$ cat src/rtl/aip_pkg.sv
package aip_pkg;

  typedef enum logic [1:0] {
    FN_CTRL = 2'b00,
    FN_STAT = 2'b01,
    FN_DOUT = 2'b10,
    FN_DIN  = 2'b11
  } fn_e;

  typedef struct packed {
    logic ctrl_we;
    logic stat_rd;
    logic dout_we;
    logic din_rd;
  } cmd_t;

endpackage

$ cat src/rtl/aip_cmd_decode.sv
module aip_cmd_decode
  import aip_pkg::*;
#(
  parameter int ADDR_W = 8,
  parameter logic [ADDR_W-1:0] DEV_ADDR = '0
) (
  input  logic              stb,
  input  logic [ADDR_W-1:0] addr,
  input  logic [1:0]        func,
  output cmd_t              cmd
);

  logic hit;
  fn_e  fn;

  assign hit = stb && (addr == DEV_ADDR);
  assign fn  = fn_e'(func);

  always_comb begin
    cmd = '0;
    if (hit) begin
      unique case (fn)
        FN_CTRL: cmd.ctrl_we = 1'b1;
        FN_STAT: cmd.stat_rd = 1'b1;
        FN_DOUT: cmd.dout_we = 1'b1;
        FN_DIN:  cmd.din_rd  = 1'b1;
        default: cmd = '0;
      endcase
    end
  end

endmodule

$ cat src/rtl/aip_out_slot.sv
module aip_out_slot #(
  parameter int DATA_W = 16
) (
  input  logic              clk,
  input  logic              rst_n,
  input  logic              load,
  input  logic [DATA_W-1:0] load_data,
  output logic              valid,
  input  logic              ready,
  output logic [DATA_W-1:0] data
);

  always_ff @(posedge clk) begin
    if (!rst_n) begin
      valid <= 1'b0;
      data  <= '0;
    end else if (load) begin
      valid <= 1'b1;
      data  <= load_data;
    end else if (valid && ready) begin
      valid <= 1'b0;
    end
  end

endmodule

$ cat src/rtl/aip_in_slot.sv
module aip_in_slot #(
  parameter int DATA_W = 16
) (
  input  logic              clk,
  input  logic              rst_n,
  input  logic              valid,
  output logic              ready,
  input  logic [DATA_W-1:0] data,
  input  logic              drain,
  output logic              full,
  output logic [DATA_W-1:0] held
);

  logic take;

  assign ready = !full;
  assign take  = valid && !full;

  always_ff @(posedge clk) begin
    if (!rst_n) begin
      full <= 1'b0;
      held <= '0;
    end else if (take) begin
      full <= 1'b1;
      held <= data;
    end else if (drain) begin
      full <= 1'b0;
    end
  end

endmodule

$ cat src/rtl/aip_read_mux.sv
module aip_read_mux
  import aip_pkg::*;
#(
  parameter int DATA_W = 16,
  parameter int STAT_W = 6
) (
  input  cmd_t              cmd,
  input  logic              in_full,
  input  logic              out_empty,
  input  logic [STAT_W-1:0] dev_stat,
  input  logic [DATA_W-1:0] in_word,
  output logic [DATA_W-1:0] rdata
);

  localparam int USED_W = STAT_W + 2;

  logic [DATA_W-1:0] stat_word;

  generate
    if (DATA_W > USED_W) begin : g_pad
      assign stat_word = {{(DATA_W-USED_W){1'b0}}, dev_stat, out_empty, in_full};
    end else begin : g_exact
      assign stat_word = {dev_stat, out_empty, in_full};
    end
  endgenerate

  always_comb begin
    rdata = '0;
    if (cmd.stat_rd) rdata = stat_word;
    if (cmd.din_rd)  rdata = in_word;
  end

endmodule

$ cat src/rtl/addr_io_port.sv
module addr_io_port
  import aip_pkg::*;
#(
  parameter int ADDR_W = 8,
  parameter int DATA_W = 16,
  parameter int CTRL_W = 8,
  parameter int STAT_W = 6,
  parameter logic [ADDR_W-1:0] DEV_ADDR = 8'h5A
) (
  input  logic              clk,
  input  logic              rst_n,
  input  logic              bus_stb,
  input  logic [ADDR_W-1:0] bus_addr,
  input  logic [1:0]        bus_func,
  input  logic [DATA_W-1:0] bus_wdata,
  output logic [DATA_W-1:0] bus_rdata,
  output logic [CTRL_W-1:0] dev_ctrl,
  input  logic [STAT_W-1:0] dev_stat,
  output logic              out_valid,
  input  logic              out_ready,
  output logic [DATA_W-1:0] out_data,
  input  logic              in_valid,
  output logic              in_ready,
  input  logic [DATA_W-1:0] in_data
);

  cmd_t              cmd;
  logic              in_full;
  logic [DATA_W-1:0] in_word;

  aip_cmd_decode #(.ADDR_W(ADDR_W), .DEV_ADDR(DEV_ADDR)) u_dec (
    .stb (bus_stb),
    .addr(bus_addr),
    .func(bus_func),
    .cmd (cmd)
  );

  always_ff @(posedge clk) begin
    if (!rst_n)           dev_ctrl <= '0;
    else if (cmd.ctrl_we) dev_ctrl <= bus_wdata[CTRL_W-1:0];
  end

  aip_out_slot #(.DATA_W(DATA_W)) u_out (
    .clk      (clk),
    .rst_n    (rst_n),
    .load     (cmd.dout_we),
    .load_data(bus_wdata),
    .valid    (out_valid),
    .ready    (out_ready),
    .data     (out_data)
  );

  aip_in_slot #(.DATA_W(DATA_W)) u_in (
    .clk  (clk),
    .rst_n(rst_n),
    .valid(in_valid),
    .ready(in_ready),
    .data (in_data),
    .drain(cmd.din_rd),
    .full (in_full),
    .held (in_word)
  );

  aip_read_mux #(.DATA_W(DATA_W), .STAT_W(STAT_W)) u_rmux (
    .cmd      (cmd),
    .in_full  (in_full),
    .out_empty(!out_valid),
    .dev_stat (dev_stat),
    .in_word  (in_word),
    .rdata    (bus_rdata)
  );

endmodule

$ cat config.mk
export PLATFORM = sky130hd
export DESIGN_NAME = addr_io_port
export DESIGN_NICKNAME = d
export VERILOG_FILES = /design/src/rtl/aip_pkg.sv /design/src/rtl/aip_cmd_decode.sv /design/src/rtl/aip_out_slot.sv /design/src/rtl/aip_in_slot.sv /design/src/rtl/aip_read_mux.sv /design/src/rtl/addr_io_port.sv
export SDC_FILE = /design/constraint.sdc
export NUM_CORES = 1
export LEC_CHECK = 0
export CAP_MARGIN = 20
export CELL_PAD_IN_SITES_DETAIL_PLACEMENT = 1
export CELL_PAD_IN_SITES_GLOBAL_PLACEMENT = 2
export CORE_ASPECT_RATIO = 1.5
export CORE_UTILIZATION = 23
export DETAILED_ROUTE_END_ITERATION = 12
export PLACE_DENSITY_LB_ADDON = 0.1
export REMOVE_ABC_BUFFERS = 1
export SKIP_CTS_REPAIR_TIMING = 1
export SYNTH_ARGS = -nofsm -noshare
export SYNTH_HDL_FRONTEND = slang
export SYNTH_HIERARCHICAL = 1
export SYNTH_SLANG_ARGS = --single-unit
export TNS_END_PERCENT = 30
$ cat constraint.sdc
create_clock -name clk -period 2.5 [get_ports clk]
set_input_delay 0.5 -clock clk [delete_from_list [all_inputs] [get_ports clk]]
set_output_delay 0.5 -clock clk [all_outputs]
set_load 0.01 [all_outputs]
**Word level (Yosys, flattened, before mapping)**

Cells that the tools add are included.

- Output and inout bits: 42
- Logic and storage cells: 28
- Register bits: 42
- Bits of input ports: 53

- Muxes and demuxes: 11
- Reductions and logical operators: 8
- Equality and inequality tests: 4

Operator list:

| kind | count |
|---|---|
| $mux 16 | 1 |
| $eq 8x7->1 const B | 1 |
| $mux 1 | 8 |
| $mux 8 | 1 |
| $eq 2x2->1 const B | 2 |
| $mux 4 | 1 |
| $reduce_bool 2->1 | 2 |
| $logic_and 1x1->1 | 3 |
| $eq 2x1->1 const B | 1 |
| $logic_not 1->1 | 2 |
| $logic_not 2->1 | 1 |

**Depth between registers and ports, before layout**

- Depth after elaboration: 5
- Gate-level depth with buffers: 6
- Mapped depth without buffers: 4

**Hierarchy**

Netlist, hierarchy kept.

Modules (own cells, without submodules):

| module | sequential area each (µm²) | cells an instance | instances | area each (µm²) |
|---|---|---|---|---|
| aip_in_slot | 340.3 | 75 | 1 | 698.2 |
| aip_out_slot | 340.3 | 54 | 1 | 649.4 |
| addr_io_port | 160.2 | 26 | 1 | 305.3 |
| aip_read_mux | 0.0 | 22 | 1 | 165.2 |
| aip_cmd_decode | 0.0 | 9 | 1 | 65.1 |

**Worst setup path before layout**

No wires, ideal clock.

- Kind: input -> output
- Start: in bus_addr[7]
- End: out bus_rdata[0]
- Stages on the path: 6
- Path slack: 378 ps
- Required time: 2000 ps
- Arrival: 1622 ps
- Path buffers: 2
- Cells stage by stage: nand4b_1 -> nor4_1 -> buf_6 -> nor2b_4 -> buf_6 -> a22o_1

RTL lines:

| what | line | source |
|---|---|---|
| from (decl) | addr_io_port.sv:13 | `input logic [ADDR_W-1:0] bus_addr,` |
| to (decl) | addr_io_port.sv:16 | `output logic [DATA_W-1:0] bus_rdata,` |

==> results.md <==
- The flow ran to the end, and the final reports show no timing, DRC or antenna violations.
- Before antenna repair, the detailed router went through 3 iterations.
- For this run, the top clock speed supported by timing is 0.420 GHz.
- The number of warnings issued by yosys is 6.
- The number of nets in the final layout is 348.
- Leaving out fill and tap cells, the most frequent cell in the layout is sky130_fd_sc_hd__clkdlybuf4s50_1.
- The final non-filler cell total is 401.
- Routability-driven placement finished with a final weighted congestion of 0.729.
- STA puts the critical path data arrival time at 1.88 ns.
- The number of placed instances, taps included, is 388.
- In the layout the commonest cells are 66 x sky130_fd_sc_hd__clkdlybuf4s50_1, 42 x sky130_fd_sc_hd__dfxtp_1, 40 x sky130_fd_sc_hd__mux2i_1.
- The hold path depth is 2.
- In the global route stage, overall resource usage came out at 0.128.
- The synthesized area is 1880 um2.
- The max-slew violation total from the final report is 0.
- The number of antenna violations at the first check in global routing was 0.
- The final global-route overflow total is 0.
- Of all nets on the critical path, the largest fanout is 5.
- Of the available clock period, the critical path in the final layout requires 0.953.
- The clock tree from TritonCTS is done.
- The length in cells of the worst reg-to-reg path is 3.
- After the first detailed-routing iteration, the DRC count stood at 32.
- The post-synthesis sequential area ratio is 0.447.
- The hold violation total from the final report is 0.
- The number of clock buffers added by TritonCTS is 5.
- For this run, the share of the core covered by cells in the final layout is 0.405.
- In the final layout, the share of cells above drive strength 1 is 0.159.
- Summed over all cells, the static leakage comes to 0.00140 uW.
- The number of fill cells in the layout is 907.
- Entering global routing, the biggest net connects 32 pins.
- Once detail routing completed, the nets flagged for antenna violations numbered 0.
- After floorplanning, the core was divided into 40 placement rows.
- The sink count of the clock tree is 42.
- Setup violations remaining at the end of the flow were counted as 0.
- Max-cap violations in this run came to 0.
- Dividing the detail-routed via count by the number of cells gives 4.20.
- The total detailed-routing wirelength is 5.23 mm.
- The shortest clock period the worst path allows after layout is 2.38 ns.
- The horizontal die dimension is 75.9 um.
- The post-synthesis cell count is 186.
- The antenna diode instance count is 0.
- The critical path is of the primary input to output pin type.
- The number of global-route vias before repair is 1,779.
- The capturing element type of the critical path is an output pin.
- The detailed-route wire length per cell is 13.0 um.
- The number of top-level pins is 95.
- The global-route wire length before repair is 8.36 mm.
- The area of the core region is 7960 um2.
- The initial utilization of the core area, before any placement, comes to 0.237.
- From synthesis to final layout, the design area changed by 71.2%.
- The DRC violations left is 0.
- The placed cell area is 2990 um2.
- The startpoint type of the worst setup path is a primary input.
- For the pin with the worst max-slew slack, the measured transition is 0.524 ns.
- The cell sitting at the root of the clock tree is a sky130_fd_sc_hd__clkbuf_16.
- At the later pin of the worst-skew pair, clock insertion delay measures 0.28 ns.
- The average instance in the mapped netlist occupies 10.1 um2.
- For this design the ratio of total power to cell area is 471 nW/um2.
- The required time at the endpoint of the critical path is 2.00 ns.
- The worst max-slew margin expressed relative to the limit is 0.650.
- VDD sags by at most 0.228 mV.
- The die is 113 um tall.
- Synthesis inferred 42 register bits.
- The HPWL after detailed placement is 3.94 mm.
- The clock tree synthesis step divided the H-tree into 2 levels.
- The die covers 8560 um2.
- The tightest hold path in the finished design has a slack of 0.454 ns.
- Setup repair after global routing left no endpoint under its margin.
- Clock-pin slew was measured on the worst setup and hold paths at 0.06 ns.
- The final instance area is 3220 um2.
- The routed layout has 1,684 vias.
- Buffers placed on the I/O ports in this run total 94.
- The count of distinct cell types in the synthesized netlist is 21.
- The maximum buffer depth of the clock tree is 2.
- On the final layout, the worst clock skew is 0.00422 ns.
- The worst min-delay path class is flop to flop.
-- cells in the mapped netlist, drive strengths merged --
| cell | number | area, um2 |
|---|---|---|
| nand4b | 1 | 8.76 |
| mux2i | 40 | 400 |
| a22o | 7 | 61.3 |
| clkbuf | 1 | 3.75 |
| o21ai | 1 | 5.00 |
| nor4 | 4 | 25.0 |
| buf | 12 | 121 |
| inv | 3 | 11.3 |
| o21a | 1 | 7.51 |
| and2 | 8 | 50.1 |
| nand2 | 35 | 131 |
| dfxtp | 42 | 841 |
| o211a | 1 | 10.0 |
| nand2b | 1 | 6.26 |
| nand4bb | 1 | 11.3 |
| nor2b | 27 | 179 |
| or4b | 1 | 10.0 |
-- cell type report --
class / count / area [um2] / share of cell area
well taps: 105 / 131 / 0.0407
inverters: 3 / 11.3 / 0.00349
clock buffers: 6 / 139 / 0.0431
clock inverters: 2 / 12.5 / 0.00388
flip-flops and latches: 42 / 841 / 0.261
multi-input cells: 128 / 972 / 0.302
repair buffers: 115 / 1120 / 0.347
-- flip-flops by register name (all words and copies together), names as in the netlist --
register	cells
u_out/data	16
u_in/held	16
u_in/full	1
dev_ctrl	8
u_out/valid	1
-- metrics by stage --
step / worst slack (ns) / setup TNS (ns) / power, uW
after floorplan: -1.32 / -30.86 / 752
after global placement: -0.520 / -7.54 / 871
after detailed placement: -0.491 / -7.32 / 874
after CTS: -0.520 / -7.66 / 1550
after global routing: 0.0422 / 0 / 1590
final: 0.117 / 0 / 1520
-- where the power goes --
part           internal [uW]  switching (uW)
combinational            108            56.5
clock                    395             261
sequential               687            9.87
total                   1190             327
-- final timing paths --
kind                      start             to  slack (ns)
hold reg to reg   u_in/held[13]  u_in/held[13]        0.45
setup / recovery    bus_addr[2]   bus_rdata[0]        0.12
hold / removal    u_in/held[13]  u_in/held[13]        0.45
setup reg to reg      u_in/full  u_in/held[11]        1.53
-- critical path, stage by stage --
cell and delay [ns]:
sky130_fd_sc_hd__dlymetal6s2s_1 0.14, sky130_fd_sc_hd__nand4bb_4 0.25, sky130_fd_sc_hd__buf_6 0.14, sky130_fd_sc_hd__nor4_4 0.19, sky130_fd_sc_hd__buf_4 0.18, sky130_fd_sc_hd__nor2b_4 0.04
sky130_fd_sc_hd__buf_6 0.12, sky130_fd_sc_hd__a22o_1 0.18, sky130_fd_sc_hd__buf_2 0.14
-- cell families (layout without fill, tap and decap cells) --
logic type,Yosys count,in the layout,synth area share
buffers and inverters,16,126,0.0724
AO/OA/AOI/OAI,10,10,0.0445
flip-flops,42,42,0.447
AND/OR/NAND/NOR,78,78,0.224
multiplexers,40,40,0.213
-- layer usage --
layer	GRT usage	wire length (um)
met2	0.232	2700
met4	0.0469	93
met3	0.0258	320
met5	0	0
met1	0.140	2110
No activity file was read; power rests on OpenSTA's default activity.
